## src/rtl/ledl_pkg.sv

```systemverilog
package ledl_pkg;
  localparam int BYTE_W = 8;
  localparam logic [3:0] GROUP_CODE = 4'b1100;
  localparam logic [BYTE_W-1:0] CMD_LOAD      = 8'h11;
  localparam logic [BYTE_W-1:0] CMD_COPY      = 8'h22;
  localparam logic [BYTE_W-1:0] CMD_LOAD_COPY = 8'h44;

  typedef enum logic [3:0] {
    ST_IDLE,
    ST_ADDR,
    ST_ADDR_ACK,
    ST_SUB,
    ST_SUB_ACK,
    ST_DATA,
    ST_DATA_ACK,
    ST_RD,
    ST_RD_ACK,
    ST_IGNORE
  } bus_state_e;
endpackage

```

## src/rtl/ledl_glitch_filter.sv

```systemverilog
module ledl_glitch_filter #(
  parameter int SYNC_STAGES = 2,
  parameter int FILT_CYC    = 8,
  parameter bit RST_VAL     = 1'b1
) (
  input  logic clk,
  input  logic rst,
  input  logic din,
  output logic dout
);
  localparam int CW = $clog2(FILT_CYC + 1);
  localparam logic [CW-1:0] LAST = CW'(FILT_CYC - 1);

  logic [SYNC_STAGES-1:0] sync_q;
  logic [CW-1:0]          cnt_q;
  logic                   filt_q;
  logic                   s;

  assign s    = sync_q[SYNC_STAGES-1];
  assign dout = filt_q;

  always_ff @(posedge clk) begin
    if (rst) begin
      sync_q <= {SYNC_STAGES{RST_VAL}};
      cnt_q  <= '0;
      filt_q <= RST_VAL;
    end else begin
      sync_q <= {sync_q[SYNC_STAGES-2:0], din};
      if (s == filt_q) begin
        cnt_q <= '0;
      end else if (cnt_q == LAST) begin
        filt_q <= s;
        cnt_q  <= '0;
      end else begin
        cnt_q <= cnt_q + 1'b1;
      end
    end
  end

  AST_FILT_MIN_WIDTH: assert property (@(posedge clk) disable iff (rst)
    !$stable(filt_q) |-> $past(cnt_q) == LAST);
endmodule

```

## src/rtl/ledl_bus_fsm.sv

```systemverilog
module ledl_bus_fsm
  import ledl_pkg::*;
(
  input  logic              clk,
  input  logic              rst,
  input  logic              scl_f,
  input  logic              sda_f,
  input  logic [2:0]        strap,
  output logic              sda_oe,
  output logic [BYTE_W-1:0] out_reg
);
  localparam logic [3:0] BYTE_DONE = 4'(BYTE_W);

  bus_state_e        state_q;
  logic              scl_d, sda_d;
  logic [3:0]        bit_cnt_q;
  logic [BYTE_W-1:0] rx_q, tx_q, hold_q, out_q, cmd_q;
  logic              rw_q, oe_q;
  logic              scl_rise, scl_fall, start_ev, stop_ev;
  logic              byte_end, addr_hit, sub_known;

  assign scl_rise  = scl_f & ~scl_d;
  assign scl_fall  = ~scl_f & scl_d;
  assign start_ev  = scl_f & scl_d & sda_d & ~sda_f;
  assign stop_ev   = scl_f & scl_d & ~sda_d & sda_f;
  assign byte_end  = scl_fall && (bit_cnt_q == BYTE_DONE);
  assign addr_hit  = (rx_q[7:4] == GROUP_CODE) && (rx_q[3:1] == strap);
  assign sub_known = (rx_q == CMD_LOAD) || (rx_q == CMD_COPY) ||
                     (rx_q == CMD_LOAD_COPY);
  assign sda_oe    = oe_q;
  assign out_reg   = out_q;

  always_ff @(posedge clk) begin
    if (rst) begin
      scl_d <= 1'b1;
      sda_d <= 1'b1;
    end else begin
      scl_d <= scl_f;
      sda_d <= sda_f;
    end
  end

  always_ff @(posedge clk) begin
    if (rst) begin
      state_q   <= ST_IDLE;
      bit_cnt_q <= '0;
      rx_q      <= '0;
      tx_q      <= '0;
      hold_q    <= '0;
      out_q     <= '0;
      cmd_q     <= '0;
      rw_q      <= 1'b0;
      oe_q      <= 1'b0;
    end else if (stop_ev) begin
      state_q <= ST_IDLE;
      oe_q    <= 1'b0;
    end else if (start_ev) begin
      state_q   <= ST_ADDR;
      bit_cnt_q <= '0;
      oe_q      <= 1'b0;
    end else begin
      case (state_q)
        ST_ADDR, ST_SUB, ST_DATA: begin
          if (scl_rise) begin
            rx_q      <= {rx_q[BYTE_W-2:0], sda_f};
            bit_cnt_q <= bit_cnt_q + 1'b1;
          end else if (byte_end) begin
            bit_cnt_q <= '0;
            if (state_q == ST_ADDR) begin
              if (addr_hit) begin
                state_q <= ST_ADDR_ACK;
                rw_q    <= rx_q[0];
                oe_q    <= 1'b1;
              end else begin
                state_q <= ST_IGNORE;
              end
            end else if (state_q == ST_SUB) begin
              if (sub_known) begin
                state_q <= ST_SUB_ACK;
                cmd_q   <= rx_q;
                oe_q    <= 1'b1;
                if (rx_q == CMD_COPY) out_q <= hold_q;
              end else begin
                state_q <= ST_IGNORE;
              end
            end else begin
              state_q <= ST_DATA_ACK;
              oe_q    <= 1'b1;
              hold_q  <= rx_q;
              if (cmd_q == CMD_LOAD_COPY) out_q <= rx_q;
            end
          end
        end
        ST_ADDR_ACK: begin
          if (scl_fall) begin
            bit_cnt_q <= '0;
            if (rw_q) begin
              state_q <= ST_RD;
              tx_q    <= hold_q;
              oe_q    <= ~hold_q[BYTE_W-1];
            end else begin
              state_q <= ST_SUB;
              oe_q    <= 1'b0;
            end
          end
        end
        ST_SUB_ACK: begin
          if (scl_fall) begin
            oe_q      <= 1'b0;
            bit_cnt_q <= '0;
            state_q   <= (cmd_q == CMD_COPY) ? ST_IGNORE : ST_DATA;
          end
        end
        ST_DATA_ACK: begin
          if (scl_fall) begin
            oe_q    <= 1'b0;
            state_q <= ST_IGNORE;
          end
        end
        ST_RD: begin
          if (scl_rise) begin
            bit_cnt_q <= bit_cnt_q + 1'b1;
          end else if (byte_end) begin
            oe_q    <= 1'b0;
            state_q <= ST_RD_ACK;
          end else if (scl_fall) begin
            tx_q <= {tx_q[BYTE_W-2:0], 1'b0};
            oe_q <= ~tx_q[BYTE_W-2];
          end
        end
        ST_RD_ACK: begin
          if (scl_fall) state_q <= ST_IGNORE;
        end
        default: oe_q <= 1'b0;
      endcase
    end
  end

  AST_OE_ONLY_IN_SLOTS: assert property (@(posedge clk) disable iff (rst)
    oe_q |-> (state_q inside {ST_ADDR_ACK, ST_SUB_ACK, ST_DATA_ACK, ST_RD}));
  AST_OUT_CHANGES_AT_ACK: assert property (@(posedge clk) disable iff (rst)
    !$stable(out_q) |-> (state_q inside {ST_SUB_ACK, ST_DATA_ACK}));
  AST_UNKNOWN_CMD_NO_ACK: assert property (@(posedge clk) disable iff (rst)
    (state_q == ST_SUB && byte_end && !sub_known && !start_ev && !stop_ev)
      |=> (state_q == ST_IGNORE && !oe_q));
  AST_HOLD_STABLE_IN_READ: assert property (@(posedge clk) disable iff (rst)
    (state_q == ST_RD) |=> $stable(hold_q));
  AST_MISMATCH_SILENT: assert property (@(posedge clk) disable iff (rst)
    (state_q == ST_IGNORE) |-> !oe_q);
endmodule

```

## src/rtl/ledl_drive_gate.sv

```systemverilog
module ledl_drive_gate #(
  parameter int W = 8
) (
  input  logic         clk,
  input  logic         rst,
  input  logic [W-1:0] out_reg,
  input  logic         out_en_n,
  input  logic         therm_off,
  output logic [W-1:0] drive
);
  logic [W-1:0] drive_q;
  assign drive = drive_q;

  always_ff @(posedge clk) begin
    if (rst)                        drive_q <= '0;
    else if (out_en_n || therm_off) drive_q <= '0;
    else                            drive_q <= out_reg;
  end

  AST_ENABLE_HIGH_OFF: assert property (@(posedge clk) disable iff (rst)
    out_en_n |=> (drive_q == '0));
  AST_THERMAL_OFF: assert property (@(posedge clk) disable iff (rst)
    therm_off |=> (drive_q == '0));
endmodule

```

## src/rtl/led_latch_i2c.sv

```systemverilog
module led_latch_i2c
  import ledl_pkg::*;
#(
  parameter int SYNC_STAGES = 2,
  parameter int FILT_CYC    = 8
) (
  input  logic              clk,
  input  logic              rst,
  input  logic              scl_i,
  input  logic              sda_i,
  output logic              sda_oe,
  input  logic [2:0]        strap_addr,
  input  logic              out_en_n,
  input  logic              therm_off,
  output logic [BYTE_W-1:0] drive
);
  localparam int N_LINES = 2;

  logic [N_LINES-1:0] raw_lines, clean_lines;
  logic [BYTE_W-1:0]  out_reg;

  assign raw_lines = {sda_i, scl_i};

  for (genvar g = 0; g < N_LINES; g++) begin : g_line
    ledl_glitch_filter #(
      .SYNC_STAGES(SYNC_STAGES),
      .FILT_CYC   (FILT_CYC),
      .RST_VAL    (1'b1)
    ) u_filt (
      .clk (clk),
      .rst (rst),
      .din (raw_lines[g]),
      .dout(clean_lines[g])
    );
  end

  ledl_bus_fsm u_fsm (
    .clk    (clk),
    .rst    (rst),
    .scl_f  (clean_lines[0]),
    .sda_f  (clean_lines[1]),
    .strap  (strap_addr),
    .sda_oe (sda_oe),
    .out_reg(out_reg)
  );

  ledl_drive_gate #(.W(BYTE_W)) u_gate (
    .clk      (clk),
    .rst      (rst),
    .out_reg  (out_reg),
    .out_en_n (out_en_n),
    .therm_off(therm_off),
    .drive    (drive)
  );
endmodule

```

## config.mk

```make
export PLATFORM = sky130hd
export DESIGN_NAME = led_latch_i2c
export DESIGN_NICKNAME = d
export VERILOG_FILES = /design/src/rtl/ledl_pkg.sv /design/src/rtl/ledl_glitch_filter.sv /design/src/rtl/ledl_bus_fsm.sv /design/src/rtl/ledl_drive_gate.sv /design/src/rtl/led_latch_i2c.sv
export SDC_FILE = /design/constraint.sdc
export NUM_CORES = 1
export LEC_CHECK = 0
export ABC_AREA = 1
export BUFFER_PORTS_ARGS = -buffer_cell sky130_fd_sc_hd__buf_2
export CORE_MARGIN = 2
export CORE_UTILIZATION = 60
export CTS_CLUSTER_DIAMETER = 60
export DETAILED_ROUTE_END_ITERATION = 8
export GPL_ROUTABILITY_DRIVEN = 0
export MAX_ROUTING_LAYER = met4
export PLACE_DENSITY = 0.85
export SLEW_MARGIN = 20
export SYNTH_ARGS = -nofsm -noshare
export SYNTH_HDL_FRONTEND = slang
export SYNTH_SLANG_ARGS = --single-unit
```

## constraint.sdc

```tcl
create_clock -name clk -period 3.72 [get_ports clk]
set_input_delay 0.93 -clock clk [delete_from_list [all_inputs] [get_ports clk]]
set_output_delay 0.93 -clock clk [all_outputs]
set_load 0.02 [all_outputs]
```

# After elaboration in Yosys (flattened, before gate mapping)
# Index checks and enable logic that the tools add are counted.
[word_totals] regBits=73
[classes] add_sub_neg=3 n_eq_ne=46 muxes=44 n_bitwise=21 n_reduce_logical=31
[op_table] operator="4-bit 2-to-1 mux" count=17
[op_table] operator="7-bit 2-to-1 mux" count=5
[op_table] operator="8-bit 2-to-1 mux" count=4
[op_table] operator="8-bit AND reduction" count=4
[op_table] operator="4-bit by 3-bit equality test with 1-bit output, second input constant" count=6
[op_table] operator="3-bit by 1-bit inequality test with 1-bit output, second input constant" count=8
[op_table] operator="2-bit by 1-bit inequality test with 1-bit output, second input constant" count=10
[op_table] operator="4-bit one-hot mux with 5 select lines" count=1
[op_table] operator="9-bit AND reduction" count=2
[op_table] operator="8-bit by 6-bit equality test with 1-bit output, second input constant" count=2
[op_table] operator="8-bit by 7-bit equality test with 1-bit output, second input constant" count=2
[op_table] operator="1-bit inverter" count=14
[op_table] operator="7-bit one-hot mux with 2 select lines" count=1
[op_table] operator="7-bit AND reduction" count=2
[op_table] operator="1-bit 2-to-1 mux" count=13
[op_table] operator="4-bit by 1-bit adder with 4-bit output, second input constant" count=3
[op_table] operator="4-bit equality test, second input constant" count=3
[op_table] operator="4-bit one-hot mux with 3 select lines" count=1
[op_table] operator="3-bit OR reduction" count=4
[op_table] operator="2-bit OR reduction" count=5
[op_table] operator="4-bit by 2-bit equality test with 1-bit output, second input constant" count=2
[op_table] operator="8-bit by 5-bit equality test with 1-bit output, second input constant" count=1
[op_table] operator="1-bit bitwise AND" count=7
[op_table] operator="2-bit inequality test, second input constant" count=3
[op_table] operator="other kinds (18)" count=25

# Longest topological paths before layout
# Gate-level depths: netlist of run 1.
[depth] word_depth=10 depth_mapped=12 depth_no_buf=12

# Hierarchy
# From an unflattened synthesis of run 1, not the netlist that was laid out.
[hier_totals] hier_cells=513 hier_area_um2=3613.5
[modules_own_cells] mod="ledl_bus_fsm" instances=1 cells_each=430 area_each_um2=2856.5
[modules_own_cells] mod="ledl_glitch_filter" instances=2 cells_each=28 area_each_um2=261.5
[modules_own_cells] mod="ledl_drive_gate" instances=1 cells_each=27 area_each_um2=234.0

# Worst setup path before layout of run 1
# OpenSTA, ideal clock, no wires.
[synth_timing] path_kind="input to register" startpoint="in rst" endpoint="reg u_fsm.rx_q[2]" setup_time_ns=0.070 arrival_time_ns=1.674 t_required_ns=3.650 slack_ns=1.977 stages=5 n_path_buf=2 cell_sequence="inv_1 > clkbuf_1 > clkbuf_1 > o21ai_0 > a21oi_1"
[synth_rtl] element="from (decl)" line="led_latch_i2c.sv:8" text="input logic rst,"
[synth_rtl] element="to (signal assigned)" line="ledl_bus_fsm.sv:65" text="rx_q <= {rx_q[BYTE_W-2:0], sda_f};"
[synth_rtl] element="to (decl)" line="ledl_bus_fsm.sv:17" text="logic [BYTE_W-1:0] rx_q, tx_q, hold_q, out_q, cmd_q;"

# Worst setup path after layout of run 1
[layout_timing] startpoint="in rst" endpoint="reg g_line[1].u_filt.cnt_q[2]"
[layout_between] elab_chain_cells=1
[layout_lines] element="3-bit OR reduction (no line)"
[layout_lines] element="to (signal assigned)" line="ledl_glitch_filter.sv:35" text="cnt_q <= cnt_q + 1'b1;"
[layout_lines] element="to (decl)" line="ledl_glitch_filter.sv:15" text="logic [CW-1:0] cnt_q;"
# No other way between the ends.
# A chain may end at the register's enable or synchronous reset.

==> flow_metrics.py, run 1 <==
metrics = {
    "timing": {
        "timing.slew.headroom_pct": 67.6,
        "max_slew.worst_pin.slew_ns": 0.485,
        "finClkSkew_ns": 0.00937,
        "finalSetupTns_ns": 0,
        "period_needed_ns": 1.95,
        "rsz0062_at_grt": "false",
        "max_freq_mhz": 513,
        "setup_violations": 0,
        "fin_crit_sh_pct": 52.4,
        "hold_violations": 0,
        "slew_viol_final": 0,
    },
    "power_and_ir_drop": {
        "clockPowerShare_pct": 45.6,
        "ir_drop_mv": 0.314,
        "total_power_mw": 1.49,
        "p_int_mw": 1.17,
        "power_frac_seq_pct": 52.7,
        "cellLeakagePower_nw": 1.73,
        "switching_power_mw": 0.323,
        "power_frac_comb_pct": 1.8,
        "p_per_area_nw_per_um2": 379,
        "switching_share_pct": 21.7,
    },
    "run_status": {
        "status": "completed",
    },
    "global_route": {
        "antenna_found_initial": 0,
        "grtUsageTotal_pct": 25.6,
        "grt_pass1_wl_um": 12600,
        "grt_pass1_vias": 2939,
        "grt_max_degree": 34,
        "grt_overflow": 0,
    },
    "placement": {
        "port_buffers": 17,
        "place_area_um2": 3720,
        "dpl.cell_count": 610,
        "dp_hpwl_um": 5390,
    },
    "finish": {
        "layout_commonest_cell": "nand2_1",
        "mostFrequentLayoutCells": "nand2_1, nor2_1, dfxtp_1",
        "synthToLayoutAreaGrowth_pct": 8.88,
        "instances_no_fill": 625,
        "drive_gt1_share_pct": 13.5,
        "final_area_um2": 3930,
        "fillCellCount": 507,
        "diodes": 0,
        "finalNetCount": 559,
    },
    "floorplanning": {
        "fp.dieW_um": 81.6,
        "fp.dieH_um": 81.6,
        "dieArea_um2": 6650,
        "initial_core_util_pct": 61.7,
        "core-area_um2": 5850,
        "pin_count": 18,
        "fp-row-count": 28,
    },
    "drt": {
        "first_pass_iters": 5,
        "vias_per_cell": 5.28,
        "drc": 0,
        "drt_iter0_markers": 348,
        "vias": 3302,
        "wl_per_cell_um": 12.2,
        "wl_um": 7600,
        "antenna_left": 0,
    },
    "clocking": {
        "cts_resized": 0,
        "clk_pin_slew_ns": 0.08,
        "htree_levels": 3,
        "cts_setup_buffers": 0,
        "cts_hold_buf": 0,
        "clock-sinks": 73,
        "root_buffer": "clkbuf_8",
        "clk_latency_ns": 0.36,
        "cts_tree": "done",
        "cts_buffers": 9,
        "clk_path_buf_depth": 2,
    },
    "job": {
        "maxCapViolations": 0,
    },
    "logic_synthesis": {
        "synth_cells": 529,
        "synth_nets": 542,
        "ys_types": 32,
        "avgSynthCellArea_um2": 6.82,
        "syn_area_um2": 3610,
        "ys_ff_latch": 73,
        "ys_warn_count": 0,
        "ys_seq_area_share_pct": 40.5,
    },
    "worst_setup_path": {
        "worst_setup_path_end_kind": "flop",
        "crit_type": "in2reg",
        "worstPathMaxFanout": 17,
        "cp.arrival_ns": 2.22,
        "required_ns": 3.99,
        "crit_path_start_kind": "primary input",
    },
    "hold_path": {
        "hp-class": "reg2reg",
    },
}
## per-stage QoR
step	worst slack [ns]	hold slack, ns	util (%)
2_1_floorplan	1.98	0.389	-
4_1_cts	1.79	0.418	67.2
6_report	1.77	0.414	67.2
5_1_grt	1.64	0.435	67.2
3_5_place_dp	1.44	0.396	63.6
3_3_place_gp	1.51	0.396	63.6
## final timing paths
check / slack, ns / depth (start not counted) / startpoint / end
worst min-delay path: 0.41 / 1 / g_line[0].u_filt.sync_q[0]$_SDFF_PP1_ / g_line[0].u_filt.sync_q[1]$_SDFF_PP1_
worst min register to register: 0.41 / 1 / g_line[0].u_filt.sync_q[0]$_SDFF_PP1_ / g_line[0].u_filt.sync_q[1]$_SDFF_PP1_
worst max-delay path: 1.77 / 6 / rst / g_line[1].u_filt.cnt_q[2]$_SDFF_PP0_
worst max register to register: 1.81 / 9 / u_fsm.bit_cnt_q[0]$_SDFFE_PP0P_ / u_fsm.cmd_q[5]$_SDFFE_PP0P_
## kinds of logic after synthesis
kind of cell | after synthesis | share of synthesized area [%]
simple gates | 277 | 34.9
fa+ha+maj | 4 | 1.39
xor+xnor | 5 | 1.21
flops | 73 | 40.5
compound gates | 82 | 12.0
buf+inv | 88 | 9.99
## power by group through the flow
stage                     clock (mW)  combinational, mW  sequential, mW
final                          0.679             0.0266           0.785
after global routing           0.720             0.0303           0.785
after CTS                      0.680             0.0269           0.785
after detailed placement           0             0.0266           0.803
after global placement             0             0.0257           0.803
after floorplan                    0             0.0174           0.803
## synthesized netlist by cell type
master    instances  area, µm²
buf_2             3       15.0
nand4_1           7       43.8
nand3_2           2       20.0
o21ai_0          39        195
nor4_1            1       6.26
nor2_2            2       12.5
a21oi_2           4       35.0
o21ai_1           7       35.0
nand2_1         115        432
inv_1            65        244
nand2_4           3       33.8
o211ai_1          2       15.0
nand3_4           1       17.5
xnor2_1           1       8.76
buf_4             1       7.51
nor2_1           88        330
nor2_8            1       20.0
nor3b_1           2       15.0
nand2_2           7       43.8
xor2_1            4       35.0
or2_1             1       6.26
nand3_1          33        165
o21ai_2           1       8.76
buf_6             3       33.8
nor3_1            4       20.0
inv_2            11       41.3
dfxtp_1          73       1460
ha_1              4       50.1
clkbuf_1          5       18.8
nor2_4            6       67.6
or2_2             4       25.0
a21oi_1          29        145
## final cells by class
type	instances	area (µm²)	share of cell area, %
multi-input combinational	368	1790	45.5
sequential	73	1460	37.2
inverter	76	285	7.26
clock buffer	10	128	3.25
tap	75	93.8	2.39
timing repair buffer	18	92.6	2.36
clock inverter	5	81.3	2.07
## routing by layer
metal	up-vias	part of all wire (%)	global-route usage, %
li1	1696	-	-
met1	1480	46	29.6
met2	97	45	40.1
met3	29	4.8	6.59
met4	0	4.1	15.1
met5	-	0	-
## worst max-delay path: stages
cell and delay, ns:
buf_2 0.14, inv_1 0.36, o21ai_0 0.21, a21oi_1 0.15, o21ai_0 0.18, nor3b_1 0.25
(Power assumes the default switching activity.)
==> run 2: changes to the inputs <==
Clock period 3.72 ns to 1.8 ns, I/O delays scaled along.
==> run 2 against run 1 <==
Against the previous run:
- hold slack worse by 0.13 ns
- critical path type is now reg2reg
- wire length down 2.3%
- sequential power up 110%
- largest cell class unchanged
- via count up 0.15%
- design area up 0.32%
- clock power up 72%
- largest power group unchanged
- critical path depth up 4
==> flow_metrics.py, run 2 (synthesis results as in run 1) <==
metrics = {
    "run_status": {
        "status": "completed",
    },
    "floorplanning": {
        "fp.dieW_um": 81.6,
        "initial_core_util_pct": 61.7,
        "core-area_um2": 5850,
        "fp-row-count": 28,
        "pin_count": 18,
        "fp.dieH_um": 81.6,
        "dieArea_um2": 6650,
    },
    "clocking": {
        "cts_buffers": 9,
        "clk_latency_ns": 0.35,
        "clk_pin_slew_ns": 0.07,
        "cts_resized": 0,
        "clock-sinks": 73,
        "root_buffer": "clkbuf_8",
        "cts_tree": "done",
        "cts_setup_buffers": 0,
        "cts_hold_buf": 0,
        "htree_levels": 3,
        "clk_path_buf_depth": 2,
    },
    "power_and_ir_drop": {
        "cellLeakagePower_nw": 1.74,
        "total_power_mw": 2.85,
        "ir_drop_mv": 0.574,
        "p_per_area_nw_per_um2": 724,
    },
    "placement": {
        "port_buffers": 17,
        "dp_hpwl_um": 5310,
        "dpl.cell_count": 614,
        "dp_slack_ns": 0.178,
        "place_area_um2": 3760,
    },
    "finish": {
        "final_util_pct": 67.4,
        "final_area_um2": 3940,
        "synthToLayoutAreaGrowth_pct": 9.22,
        "drive_gt1_share_pct": 14.2,
        "diodes": 0,
        "layout_commonest_cell": "nand2_1",
        "mostFrequentLayoutCells": "nand2_1, nor2_1, dfxtp_1",
        "instances_no_fill": 630,
        "finalNetCount": 563,
    },
    "timing": {
        "timing.slew.headroom_pct": 68.6,
        "rsz0062_at_grt": "false",
        "finalSetupTns_ns": 0,
        "max_slew.worst_pin.slew_ns": 0.466,
        "slew_viol_final": 0,
        "setup_violations": 0,
        "hold_violations": 0,
        "fin_hold_ws_ns": 0.281,
        "period_needed_ns": 1.67,
        "fin_crit_sh_pct": 92.9,
        "max_freq_mhz": 598,
        "fin_ws_ns": 0.128,
        "finClkSkew_ns": 0.0119,
    },
    "drt": {
        "vias": 3307,
        "wl_um": 7420,
        "first_pass_iters": 5,
        "wl_per_cell_um": 11.8,
        "antenna_left": 0,
        "vias_per_cell": 5.25,
        "drt_iter0_markers": 249,
        "drc": 0,
    },
    "global_route": {
        "grt_max_degree": 42,
        "grt_overflow": 0,
        "grt_pass1_vias": 2937,
        "antenna_found_initial": 0,
        "grt_pass1_wl_um": 12600,
        "grtUsageTotal_pct": 25.1,
    },
    "worst_setup_path": {
        "cp.arrival_ns": 1.95,
        "worstPathMaxFanout": 6,
        "required_ns": 2.07,
        "worst_setup_path_end_kind": "flop",
        "crit_type": "reg2reg",
        "crit_path_start_kind": "flop",
    },
    "job": {
        "maxCapViolations": 0,
    },
    "hold_path": {
        "hp-class": "in2reg",
    },
}
## run 2: cell count changes in the layout (fill, tap and decap cells not counted), sizes merged
cell,change
buf,+4
bufinv,-2
clkbuf,+1
clkinv,-1
clkinvlp,+1
inv,+2
## run 2: power breakdown
part           switching, mW  internal [mW]
clock network          0.628          0.545
registers            0.00246           1.62
logic                 0.0362         0.0241
## run 2: worst max-delay path: stages, from the launching register on
cell and delay, ns:
dfxtp_1 0.36, inv_1 0.08, ha_1 0.16, nand2_1 0.06, inv_1 0.06, nand3_2 0.10
inv_1 0.14, nand3_4 0.13, nor2_1 0.22, o21ai_0 0.15, a21oi_1 0.15
## run 2: layout make-up
type | count | area [µm²]
multi-input cells | 368 | 1790
inverters | 76 | 285
flip-flops and latches | 73 | 1460
repair buffers | 22 | 135
clock inverters | 5 | 37.5
well taps | 75 | 93.8
fillers | 480 | 1910
clock buffers | 11 | 141
## run 2: per-layer routing
metal	track usage, %	routed length [µm]	vias up	share of wire, %
li1	-	-	1700	-
met1	29.5	3380	1496	46
met2	40.9	3460	87	47
met3	4.73	315	24	4.2
met4	13.2	265	0	3.6
met5	-	0	-	0
## run 2: worst paths after layout
kind / startpoint / end / slack (ns) / cells after the start
hold reg to reg: g_line[1].u_filt.sync_q[0]$_SDFF_PP1_ / g_line[1].u_filt.sync_q[1]$_SDFF_PP1_ / 0.41 / 1
hold / removal: sda_i / g_line[1].u_filt.sync_q[0]$_SDFF_PP1_ / 0.28 / 2
setup / recovery: u_fsm.bit_cnt_q[0]$_SDFFE_PP0P_ / u_fsm.rw_q$_SDFFE_PP0P_ / 0.13 / 10
setup reg to reg: u_fsm.bit_cnt_q[0]$_SDFFE_PP0P_ / u_fsm.rw_q$_SDFFE_PP0P_ / 0.13 / 10
